==> src/rtl/mtob_pkg.sv <==
// Shared types for the ordering write buffer.
// Assumes nothing beyond a 2-bit type code per region.
package mtob_pkg;
    typedef enum logic [1:0] {
        MT_NORMAL   = 2'b00,
        MT_DEVICE   = 2'b01,
        MT_STRONG   = 2'b10,
        MT_RESERVED = 2'b11
    } mem_type_e;

    typedef struct packed {
        mem_type_e mtype;
        logic      shr;
        logic      xn;
    } region_attr_t;
endpackage

==> src/rtl/mtob_region_table.sv <==
// Programmable region table with a combinational lookup.
// Each entry holds an inclusive address range and attributes.
// Where entries overlap, the highest-numbered match wins. An unmatched
// address is Normal, shareable and executable. The output is normalised:
// the reserved code reads as Strongly-ordered, which is always shareable.
// Assumes: NREG is a power of two; cfg writes take effect next cycle.
module mtob_region_table
    import mtob_pkg::*;
#(
    parameter  int AW   = 16,
    parameter  int NREG = 8,
    localparam int IW   = (NREG > 1) ? $clog2(NREG) : 1
) (
    input  logic               clk,
    input  logic               rst_n,
    input  logic               cfg_we,
    input  logic [IW-1:0]      cfg_idx,
    input  logic [AW-1:0]      cfg_base,
    input  logic [AW-1:0]      cfg_limit,
    input  logic [1:0]         cfg_type,
    input  logic               cfg_shr,
    input  logic               cfg_xn,
    input  logic [AW-1:0]      look_addr,
    output region_attr_t       look_attr
);
    logic [AW-1:0] base_q  [NREG];
    logic [AW-1:0] limit_q [NREG];
    mem_type_e     type_q  [NREG];
    logic          shr_q   [NREG];
    logic          xn_q    [NREG];
    logic [NREG-1:0] match;
    region_attr_t    raw;

    // Entry storage: reset makes every range empty (low > high).
    always_ff @(posedge clk) begin
        if (!rst_n) begin
            for (int i = 0; i < NREG; i++) begin
                base_q[i]  <= '1;
                limit_q[i] <= '0;
                type_q[i]  <= MT_NORMAL;
                shr_q[i]   <= 1'b0;
                xn_q[i]    <= 1'b0;
            end
        end else if (cfg_we) begin
            base_q[cfg_idx]  <= cfg_base;
            limit_q[cfg_idx] <= cfg_limit;
            type_q[cfg_idx]  <= mem_type_e'(cfg_type);
            shr_q[cfg_idx]   <= cfg_shr;
            xn_q[cfg_idx]    <= cfg_xn;
        end
    end

    // One range comparator per entry.
    for (genvar g = 0; g < NREG; g++) begin : g_cmp
        assign match[g] = (look_addr >= base_q[g]) && (look_addr <= limit_q[g]);
    end

    // Priority pick: later (higher) entries override earlier ones.
    always_comb begin
        raw = '{mtype: MT_NORMAL, shr: 1'b1, xn: 1'b0};
        for (int i = 0; i < NREG; i++) begin
            if (match[i]) begin
                raw = '{mtype: type_q[i], shr: shr_q[i], xn: xn_q[i]};
            end
        end
    end

    // Normalise the reserved code and the shareable rule.
    always_comb begin
        look_attr       = raw;
        if (raw.mtype == MT_RESERVED) begin
            look_attr.mtype = MT_STRONG;
        end
        look_attr.shr = raw.shr || (look_attr.mtype == MT_STRONG);
    end
endmodule

==> src/rtl/mtob_post_fifo.sv <==
// In-order buffer of posted writes with an address probe.
// Reports whether any held write matches a given address exactly.
// Assumes: DEPTH is a power of two, at least 2; push only when not full,
// pop only when not empty.
module mtob_post_fifo #(
    parameter  int AW    = 16,
    parameter  int DW    = 32,
    parameter  int DEPTH = 4,
    localparam int PW    = $clog2(DEPTH),
    localparam int CW    = $clog2(DEPTH + 1)
) (
    input  logic          clk,
    input  logic          rst_n,
    input  logic          push,
    input  logic [AW-1:0] push_addr,
    input  logic [DW-1:0] push_data,
    input  logic          push_shr,
    input  logic          pop,
    output logic [AW-1:0] head_addr,
    output logic [DW-1:0] head_data,
    output logic          head_shr,
    output logic [CW-1:0] fill,
    output logic          full,
    output logic          empty,
    input  logic [AW-1:0] probe_addr,
    output logic          probe_hit
);
    logic [AW-1:0]    addr_q [DEPTH];
    logic [DW-1:0]    data_q [DEPTH];
    logic             shr_q  [DEPTH];
    logic [DEPTH-1:0] vld_q;
    logic [DEPTH-1:0] hit_vec;
    logic [PW-1:0]    wr_ptr;
    logic [PW-1:0]    rd_ptr;
    logic [CW-1:0]    fill_q;

    // Pointer, occupancy and slot-valid bookkeeping.
    always_ff @(posedge clk) begin
        if (!rst_n) begin
            wr_ptr <= '0;
            rd_ptr <= '0;
            fill_q <= '0;
            vld_q  <= '0;
        end else begin
            if (push) begin
                vld_q[wr_ptr] <= 1'b1;
                wr_ptr        <= wr_ptr + 1'b1;
            end
            if (pop) begin
                vld_q[rd_ptr] <= 1'b0;
                rd_ptr        <= rd_ptr + 1'b1;
            end
            fill_q <= fill_q + CW'(push) - CW'(pop);
        end
    end

    // Payload storage, written on push only.
    always_ff @(posedge clk) begin
        if (push) begin
            addr_q[wr_ptr] <= push_addr;
            data_q[wr_ptr] <= push_data;
            shr_q[wr_ptr]  <= push_shr;
        end
    end

    // Per-slot address comparators for the read-after-write probe.
    for (genvar g = 0; g < DEPTH; g++) begin : g_probe
        assign hit_vec[g] = vld_q[g] && (addr_q[g] == probe_addr);
    end

    assign probe_hit = |hit_vec;
    assign head_addr = addr_q[rd_ptr];
    assign head_data = data_q[rd_ptr];
    assign head_shr  = shr_q[rd_ptr];
    assign fill      = fill_q;
    assign full      = (fill_q == CW'(DEPTH));
    assign empty     = (fill_q == '0);
endmodule

==> src/rtl/mt_order_wbuf.sv <==
// Ordering write buffer between a core load/store port and one bus.
// Classifies each request by region. It then posts, holds or issues the
// request directly, following these rules:
// - Normal/Device writes are posted.
// - Strongly-ordered writes and all Device/Strongly-ordered reads wait for
//   the buffer to empty.
// - Normal reads bypass buffered writes unless one has the same address.
// - Execute-never fetches fault without touching the bus.
// Assumes: the bus completes a transfer in its handshake cycle, with read
// data valid then; the core always accepts the response.
module mt_order_wbuf
    import mtob_pkg::*;
#(
    parameter  int AW    = 16,
    parameter  int DW    = 32,
    parameter  int NREG  = 8,
    parameter  int DEPTH = 4,
    localparam int IW    = (NREG > 1) ? $clog2(NREG) : 1,
    localparam int CW    = $clog2(DEPTH + 1)
) (
    input  logic          clk,
    input  logic          rst_n,
    input  logic          cfg_we,
    input  logic [IW-1:0] cfg_idx,
    input  logic [AW-1:0] cfg_base,
    input  logic [AW-1:0] cfg_limit,
    input  logic [1:0]    cfg_type,
    input  logic          cfg_shr,
    input  logic          cfg_xn,
    input  logic          req_valid,
    output logic          req_ready,
    input  logic          req_write,
    input  logic          req_fetch,
    input  logic [AW-1:0] req_addr,
    input  logic [DW-1:0] req_wdata,
    output logic          resp_valid,
    output logic          resp_err,
    output logic          resp_shr,
    output logic [DW-1:0] resp_rdata,
    output logic          bus_valid,
    input  logic          bus_ready,
    output logic          bus_write,
    output logic [AW-1:0] bus_addr,
    output logic [DW-1:0] bus_wdata,
    output logic          bus_shr,
    input  logic [DW-1:0] bus_rdata,
    output logic          fault_pulse,
    output logic [AW-1:0] fault_addr
);
    region_attr_t  attr;
    mem_type_e     hit_type;
    logic          hit_shr;
    logic          hit_xn;
    logic [AW-1:0] head_addr;
    logic [DW-1:0] head_data;
    logic          head_shr;
    logic [CW-1:0] fifo_fill;
    logic          fifo_full;
    logic          fifo_empty;
    logic          fifo_hit;
    logic          is_wr;
    logic          xn_fault;
    logic          post_ok;
    logic          direct_ok;
    logic          core_bus;
    logic          accept;
    logic          push;
    logic          pop;

    mtob_region_table #(.AW(AW), .NREG(NREG)) u_table (
        .clk       (clk),
        .rst_n     (rst_n),
        .cfg_we    (cfg_we),
        .cfg_idx   (cfg_idx),
        .cfg_base  (cfg_base),
        .cfg_limit (cfg_limit),
        .cfg_type  (cfg_type),
        .cfg_shr   (cfg_shr),
        .cfg_xn    (cfg_xn),
        .look_addr (req_addr),
        .look_attr (attr)
    );

    assign hit_type = attr.mtype;
    assign hit_shr  = attr.shr;
    assign hit_xn   = attr.xn;

    mtob_post_fifo #(.AW(AW), .DW(DW), .DEPTH(DEPTH)) u_fifo (
        .clk        (clk),
        .rst_n      (rst_n),
        .push       (push),
        .push_addr  (req_addr),
        .push_data  (req_wdata),
        .push_shr   (hit_shr),
        .pop        (pop),
        .head_addr  (head_addr),
        .head_data  (head_data),
        .head_shr   (head_shr),
        .fill       (fifo_fill),
        .full       (fifo_full),
        .empty      (fifo_empty),
        .probe_addr (req_addr),
        .probe_hit  (fifo_hit)
    );

    // Request decode: a fetch is always a read.
    assign is_wr    = req_write && !req_fetch;
    assign xn_fault = req_fetch && hit_xn;
    assign post_ok  = is_wr && (hit_type != MT_STRONG) && !fifo_full;

    // Ordering decision for requests that go straight to the bus.
    always_comb begin
        if (xn_fault) begin
            direct_ok = 1'b0;
        end else if (is_wr) begin
            direct_ok = (hit_type == MT_STRONG) && fifo_empty;
        end else if (hit_type == MT_NORMAL) begin
            direct_ok = !fifo_hit;
        end else begin
            direct_ok = fifo_empty;
        end
    end

    assign core_bus  = req_valid && direct_ok;
    assign req_ready = xn_fault || post_ok || (direct_ok && bus_ready);
    assign accept    = req_valid && req_ready;
    assign push      = req_valid && post_ok;
    assign pop       = !core_bus && !fifo_empty && bus_ready;

    // Bus mux: a direct core access has priority over draining.
    always_comb begin
        if (core_bus) begin
            bus_valid = 1'b1;
            bus_write = is_wr;
            bus_addr  = req_addr;
            bus_wdata = is_wr ? req_wdata : '0;
            bus_shr   = hit_shr;
        end else begin
            bus_valid = !fifo_empty;
            bus_write = 1'b1;
            bus_addr  = head_addr;
            bus_wdata = head_data;
            bus_shr   = head_shr;
        end
    end

    // Core response and fault reporting, one cycle after acceptance.
    always_ff @(posedge clk) begin
        if (!rst_n) begin
            resp_valid  <= 1'b0;
            resp_err    <= 1'b0;
            resp_shr    <= 1'b0;
            resp_rdata  <= '0;
            fault_pulse <= 1'b0;
            fault_addr  <= '0;
        end else begin
            resp_valid  <= accept;
            resp_err    <= accept && xn_fault;
            resp_shr    <= accept && hit_shr;
            resp_rdata  <= (accept && !is_wr && !xn_fault) ? bus_rdata : '0;
            fault_pulse <= accept && xn_fault;
            if (accept && xn_fault) begin
                fault_addr <= req_addr;
            end
        end
    end
endmodule

==> config.mk <==
export PLATFORM = sky130hd
export DESIGN_NAME = mt_order_wbuf
export DESIGN_NICKNAME = d
export VERILOG_FILES = /design/src/rtl/mtob_pkg.sv /design/src/rtl/mtob_region_table.sv /design/src/rtl/mtob_post_fifo.sv /design/src/rtl/mt_order_wbuf.sv
export SDC_FILE = /design/constraint.sdc
export NUM_CORES = 1
export LEC_CHECK = 0
export BUFFER_PORTS_ARGS = -buffer_cell sky130_fd_sc_hd__buf_4
export CAP_MARGIN = 10
export CORE_MARGIN = 2
export CORE_UTILIZATION = 50
export CTS_CLUSTER_SIZE = 14
export DETAILED_ROUTE_END_ITERATION = 16
export GPL_TIMING_DRIVEN = 0
export HOLD_SLACK_MARGIN = 0.06
export PLACE_DENSITY = 0.76
export SLEW_MARGIN = 20
export SYNTH_ARGS = -nofsm -noshare
export SYNTH_HDL_FRONTEND = slang
export SYNTH_SLANG_ARGS = --single-unit
==> constraint.sdc <==
create_clock -name clk -period 7.6 [get_ports clk]
set_input_delay 1.14 -clock clk [delete_from_list [all_inputs] [get_ports clk]]
set_output_delay 1.14 -clock clk [all_outputs]
set_load 0.1 [all_outputs]
==> impl_metrics.env, run 1 <==
export IMPL_io_buffers=227
export IMPL_hold_end="u_table.xn_q[0]"
export IMPL_overflow=0
export IMPL_avgViaCountPerCell=5.67
export IMPL_max_slew_margin_pct=33.0
export IMPL_wire_per_inst_um=21.6
export IMPL_clk_latency_ns=0.64
export IMPL_placed_area_sq_um=31300
export IMPL_rsz0062_at_grt="no"
export IMPL_rows=86
export IMPL_cts_tree="yes"
export IMPL_cts_buffers=56
export IMPL_core_area_sq_um=55400
export IMPL_ff2ff_path_depth=18
export IMPL_ir_drop_mv=0.290
export IMPL_cts_htree_levels=2
export IMPL_critPathKind="in2out"
export IMPL_finalCritPeriodShare_pct=96.1
export IMPL_syn_area_sq_um=28100
export IMPL_drt_total_wl_mm=73.6
export IMPL_fin_util_pct=60.0
export IMPL_hp_class="reg2reg"
export IMPL_yosys_area_top_type="edfxtp_1"
export IMPL_nets=3000
export IMPL_start_util_pct=50.8
export IMPL_fin_ws_ns=0.300
export IMPL_post_cts_buffers=0
export IMPL_end_kind="primary output"
export IMPL_vias=19300
export IMPL_antenna_found_initial=5
export IMPL_cts_hold_buffers=0
export IMPL_p_per_area_nw_per_um2=268
export IMPL_path_clk_slew_ns=0.06
export IMPL_report_final_slew_viol_count=0
export IMPL_worst_setup_path_start_kind="input pin"
export IMPL_syn_instance_count=2307
export IMPL_r2r_start="u_table.base_q[7][5]"
export IMPL_gp_congestion=0.901
export IMPL_grt_pass1_wl_mm=110
export IMPL_drt_initial_drc_count=1695
export IMPL_fin_worst_skew_ns=0.0267
export IMPL_design_area_sq_um=33200
export IMPL_dr_pass1_iters=7
export IMPL_die_w_um=241
export IMPL_ant_nets=0
export IMPL_period_needed_ns=7.30
export IMPL_drive_above_1_share_pct=15.9
export IMPL_cts_sinks=548
export IMPL_mappedNetlistNets=2699
export IMPL_max_freq_mhz=137
export IMPL_ctsResizeCount=0
export IMPL_multi_input_area_sq_um=11100
export IMPL_cap_violations=0
export IMPL_synth_avg_cell_area_sq_um=12.2
export IMPL_r2r_slack_ns=2.59
export IMPL_postSynth_asyncResetShare_pct=0
export IMPL_hold_violations=0
export IMPL_nFillCells=4270
export IMPL_crit_required_ns=6.46
export IMPL_die_y_um=241
export IMPL_synthTopCellsByArea="edfxtp_1 50%, ha_1 12%, dfxtp_1 5.7%, and2_1 4.1%, mux4_2 3.9%"
export IMPL_cp_max_fo=16
export IMPL_num_io_pins=230
export IMPL_cts_path_max_buffers=3
export IMPL_synth_edf_count=468
export IMPL_hold_start="u_table.xn_q[0]"
export IMPL_status="finished, final reports clean"
export IMPL_ys_seq_area_share_pct=55.6
export IMPL_seq_area_sq_um=15700
export IMPL_arrival_ns=6.16
export IMPL_setup_viol=0
export IMPL_reg2reg_to="u_fifo.fill[2]"
export IMPL_area_delta_synth_final_pct=18.1
export IMPL_ys_warn_count=0
export IMPL_ys_ff_latch=548
export IMPL_place_hpwl_mm=49.7
export IMPL_root_buffer="clkbuf_16"
export IMPL_p_leak_nw=13.3
export IMPL_drc_errors=0
export IMPL_grt_pass1_vias=19400
export IMPL_netlist_area_leader_share_pct=49.9
export IMPL_synth_ff_type="edfxtp_1"
export IMPL_worstMarginPinSlew_ns=1.00
export IMPL_place_ws_ns=0.330
export IMPL_holdPathStages=2
export IMPL_dieArea_sq_um=58200
export IMPL_grt_use_total_pct=25.3
export IMPL_grt_max_degree=27
export IMPL_ys_types=77
## worst max path at each step
| stage | from | depth (start not counted) | to | slack (ns) |
|---|---|---|---|---|
| finish | req_addr[0] | 17 | bus_addr[13] | 0.30 |
| global route | req_addr[0] | 17 | bus_addr[7] | 0.03 |
| CTS | req_addr[0] | 17 | bus_addr[7] | 0.31 |
| detailed placement | req_addr[0] | 17 | bus_addr[7] | 0.33 |
| global placement | req_addr[0] | 15 | u_fifo.vld_q[1] | -2.04 |
| floorplan | req_addr[0] | 15 | bus_wdata[22] | 0.1 |
## metrics by stage
stage          cells  hold slack, ns  power [W]  setup TNS [ns]
3_3_place_gp    3282           0.442    0.00605         -376.95
6_report        3408           0.464    0.00891               0
3_5_place_dp    3298           0.452    0.00613               0
5_1_grt         3407           0.486    0.00921               0
2_1_floorplan   2307           0.431    0.00544               0
4_1_cts         3404           0.459    0.00894               0
## sequential cells by signal (all words and copies together), names as in the netlist, named ones only
register and flops:
fault_addr 16, fault_pulse 1, resp_rdata 32, resp_shr 1, resp_valid 1, u_fifo.addr_q 64
u_fifo.data_q 128, u_fifo.fill 3, u_fifo.rd_ptr 2, u_fifo.shr_q 4, u_fifo.vld_q 4, u_fifo.wr_ptr 2
u_table.base_q 128, u_table.limit_q 128, u_table.shr_q 8, u_table.type_q 16, u_table.xn_q 8
## critical path, stage by stage
cell and delay [ns]:
buf_4 0.13, clkbuf_1 0.21, inv_2 0.60, ha_1 0.35, nand2b_1 0.13, a2111oi_0 0.45, nor3_1 0.10, o21ai_0 0.31
a21oi_1 0.26, a31o_2 0.32, a41oi_2 0.33, nand2_2 0.16, nor4b_4 0.43, o21a_2 0.36, buf_6 0.21, mux2_1 0.38
buf_4 0.25
## synth_stat cells (43+ instances only)
master,instances
edfxtp_1,468
o21ai_0,97
inv_1,293
ha_1,265
mux4_2,49
clkbuf_1,74
nand2_1,122
a21oi_1,85
nand4_1,43
or3_1,98
xnor2_1,67
and2_1,185
dfxtp_1,80
## cells by family (layout without fill, tap and decap cells)
logic type | after synthesis | in the layout | share of synthesized area [%]
compound gates | 303 | 303 | 6.80
xor+xnor | 67 | 67 | 2.09
fa+ha+maj | 266 | 266 | 11.9
buf+inv | 383 | 732 | 5.22
flops | 548 | 548 | 55.6
mux | 89 | 89 | 5.43
other cells | 0 | 4 | 0
simple gates | 651 | 651 | 13.0
## metal layers
metal	global-route usage (%)	vias up	share of wire, %
met5	0	-	0
met1	33.1	9442	40
met4	8.57	0	3.1
met2	42.7	829	48
met3	4.60	155	8.7
li1	-	8893	-
## layout by cell type (no fill, tap or decap), types with 6 or more instances in the layout
cell type	instances
o21ai_4	6
o21a_1	8
xnor2_1	67
buf_16	16
nor3_1	13
clkinv_2	11
o211ai_1	13
a21oi_1	85
clkinv_1	10
nand2_1	122
and4_1	9
and2_1	185
nand3_1	42
mux2_1	16
nand4_1	43
edfxtp_1	468
ha_1	265
inv_1	292
nor4_1	7
mux2i_1	21
clkbuf_16	56
dfxtp_1	80
nor2_1	37
clkbuf_1	82
a211oi_1	16
mux4_2	49
or3_1	98
buf_2	7
a21o_1	19
o21ai_0	91
bufinv_16	7
nand2b_1	40
nor2b_1	32
buf_4	229
## report_power, final
part	leakage (nW)	total (W)	internal [W]	switching [W]
registers	5.08	0.00346	0.00341	0.0000517
clock network	0.916	0.00283	0.00163	0.00119
logic	7.29	0.00262	0.000724	0.00190
## final cells by class
type | instances | area share, %
Tap cell | 748 | 2.82
Timing Repair Buffer | 243 | 6.45
Multi-Input combinational cell | 1376 | 33.5
Inverter | 293 | 3.31
Sequential cell | 548 | 47.1
Antenna cell | 4 | 0.0301
Buffer | 90 | 1.11
Clock buffer | 68 | 4.47
Clock inverter | 38 | 1.20
No activity file was read; power rests on OpenSTA's default activity.
==> inputs of run 2 (changes only) <==
==> constraint.sdc (replaced) <==
create_clock -name clk -period 7.6 [get_ports clk]
set_input_delay 0.38 -clock clk [delete_from_list [all_inputs] [get_ports clk]]
set_output_delay 0.38 -clock clk [all_outputs]
set_load 0.1 [all_outputs]
==> impl_metrics.env, run 2 (same netlist as run 1, synthesis figures left out) <==
export IMPL_status="finished, final reports clean"
export IMPL_worstMarginPinSlew_ns=0.998
export IMPL_wire_per_inst_um=22.0
export IMPL_ant_nets=0
export IMPL_area_delta_synth_final_pct=20.4
export IMPL_p_leak_nw=13.6
export IMPL_final_cell_mix="468 x edfxtp_1, 292 x inv_1, 265 x ha_1, 229 x buf_4, 185 x and2_1"
export IMPL_grt_pass1_vias=20100
export IMPL_drive_above_1_share_pct=15.5
export IMPL_rsz0062_at_grt="no"
export IMPL_start_util_pct=50.8
export IMPL_p_sw_share_pct=35.4
export IMPL_critPathKind="in2out"
export IMPL_cpPeakStageDelay_ns=0.60
export IMPL_hold_start="cfg_type[0]"
export IMPL_p_comb_share_pct=29.8
export IMPL_drt_total_wl_mm=76.4
export IMPL_root_buffer="clkbuf_16"
export IMPL_critPathTopFamily="compound AO/OA/AOI/OAI gates"
export IMPL_crit_start="req_addr[0]"
export IMPL_cts_tree="yes"
export IMPL_nFillCells=4174
export IMPL_overflow=0
export IMPL_grt_pass1_wl_mm=114
export IMPL_avgViaCountPerCell=5.68
export IMPL_dp_cells=3298
export IMPL_drc_errors=0
export IMPL_cts_buffers=56
export IMPL_nets=3066
export IMPL_num_io_pins=230
export IMPL_period_needed_ns=6.37
export IMPL_grt_use_total_pct=26.3
export IMPL_dieArea_sq_um=58200
export IMPL_worst_setup_path_start_kind="input pin"
export IMPL_top_regs="u_fifo.data_q x128, u_table.base_q x128, u_table.limit_q x128"
export IMPL_cap_violations=0
export IMPL_path_cells="dlygate4sd3_1 > buf_4 > clkbuf_1 > inv_2 > ha_1 > nand2b_1 > a2111oi_0 > nor3_1 > o21ai_0 > a21oi_1 > a31o_2 > a41oi_2 > nand2_2 > nor4b_4 > o21a_2 > buf_6 > mux2_1 > buf_4"
export IMPL_ir_drop_mv=0.263
export IMPL_max_slew_margin_pct=33.5
export IMPL_fin_util_pct=61.1
export IMPL_end_kind="primary output"
export IMPL_dr_pass1_iters=6
export IMPL_crit_top_cell="buf_4"
export IMPL_path_clk_slew_ns=0.06
export IMPL_rows=86
export IMPL_arrival_ns=5.99
export IMPL_cts_htree_levels=2
export IMPL_place_hpwl_mm=49.7
export IMPL_vias=19700
export IMPL_cp_num_buf_inv=6
export IMPL_clockPowerShare_pct=31.6
export IMPL_antenna_found_initial=7
export IMPL_finalPower_w=0.00896
export IMPL_p_per_area_nw_per_um2=264
export IMPL_r2r_start="u_table.base_q[7][5]"
export IMPL_ctsResizeCount=0
export IMPL_die_y_um=241
export IMPL_cts_sinks=548
export IMPL_grt_max_degree=27
export IMPL_hold_violations=0
export IMPL_fin_worst_skew_ns=0.0239
export IMPL_crit_path_top_delay_cell="inv_2"
export IMPL_stdcell_count=3475
export IMPL_drt_initial_drc_count=1633
export IMPL_core_area_sq_um=55400
export IMPL_crit_required_ns=7.22
export IMPL_p_sw_w=0.00318
export IMPL_io_buffers=227
export IMPL_clk_latency_ns=0.64
export IMPL_gp_congestion=0.901
export IMPL_max_freq_mhz=157
export IMPL_internal_power_w=0.00579
export IMPL_cts_path_max_buffers=3
export IMPL_hp_class="in2reg"
export IMPL_final_common_cell="edfxtp_1"
export IMPL_pwr_share_seq_pct=38.6
export IMPL_die_w_um=241
export IMPL_report_final_slew_viol_count=0
export IMPL_cp_max_fo=16
export IMPL_setup_viol=0
export IMPL_finalCritPeriodShare_pct=83.9
-- run 2: cell types whose count changed in the layout (fill, tap and decap cells not counted) --
cell	before	now
diode_2	4	5
dlygate4sd3_1	0	66
o31ai_1	3	4
o31ai_2	2	1
-- run 2: final timing paths --
| kind | end | slack (ns) | depth (start not counted) |
|---|---|---|---|
| setup / recovery | bus_addr[13] | 1.23 | 18 |
| setup reg to reg | u_fifo.fill[2] | 2.60 | 18 |
| hold reg to reg | u_table.xn_q[0] | 0.47 | 2 |
| hold / removal | u_table.type_q[7][0] | 0.10 | 2 |
-- run 2: area by class of cell --
class	count	area (sq um)	area share [%]
sequential	548	15700	46.2
multi-input combinational	1376	11100	32.8
timing repair buffer	309	2810	8.28
clock buffer	68	1490	4.39
inverter	293	1100	3.25
tap	748	936	2.76
clock inverter	38	400	1.18
buffer	90	369	1.09
antenna	5	12.5	0.0369
-- run 2: what timing repair did --
action	CTS	global route
hold buffers	66	0
setup endpoints to repair	0	0
buffers inserted	0	0
endpoints found under the hold margin	167	0
-- run 2: through the flow --
step	cell area [sq um]	worst slack (ns)	TNS (ns)	hold slack, ns
detailed placement	31300	1.85	0	0.452
CTS	33900	1.27	0	0.0751
floorplan	28100	1.62	0	0.431
global placement	30800	-1.28	-224.85	0.442
finish	33900	1.23	0	0.103
global route	33900	0.926	0	0.104
-- run 2: layer usage --
layer  vias to the layer above  wire length, um  track usage [%]
li1                       9022                -                -
met1                      9638            29800             33.5
met2                       890            37000             44.5
met3                       184             6900             5.14
met4                         2             2650             9.82
met5                         -               13                0
-- run 2: power groups by stage --
stage / Sequential (W) / Clock [W] / Combinational, W
after floorplan: 0.00362 / 0 / 0.00182
after global placement: 0.00352 / 0 / 0.00253
after detailed placement: 0.00352 / 0 / 0.00261
after CTS: 0.00346 / 0.00286 / 0.00265
after global routing: 0.00347 / 0.00297 / 0.00282
final: 0.00346 / 0.00283 / 0.00267
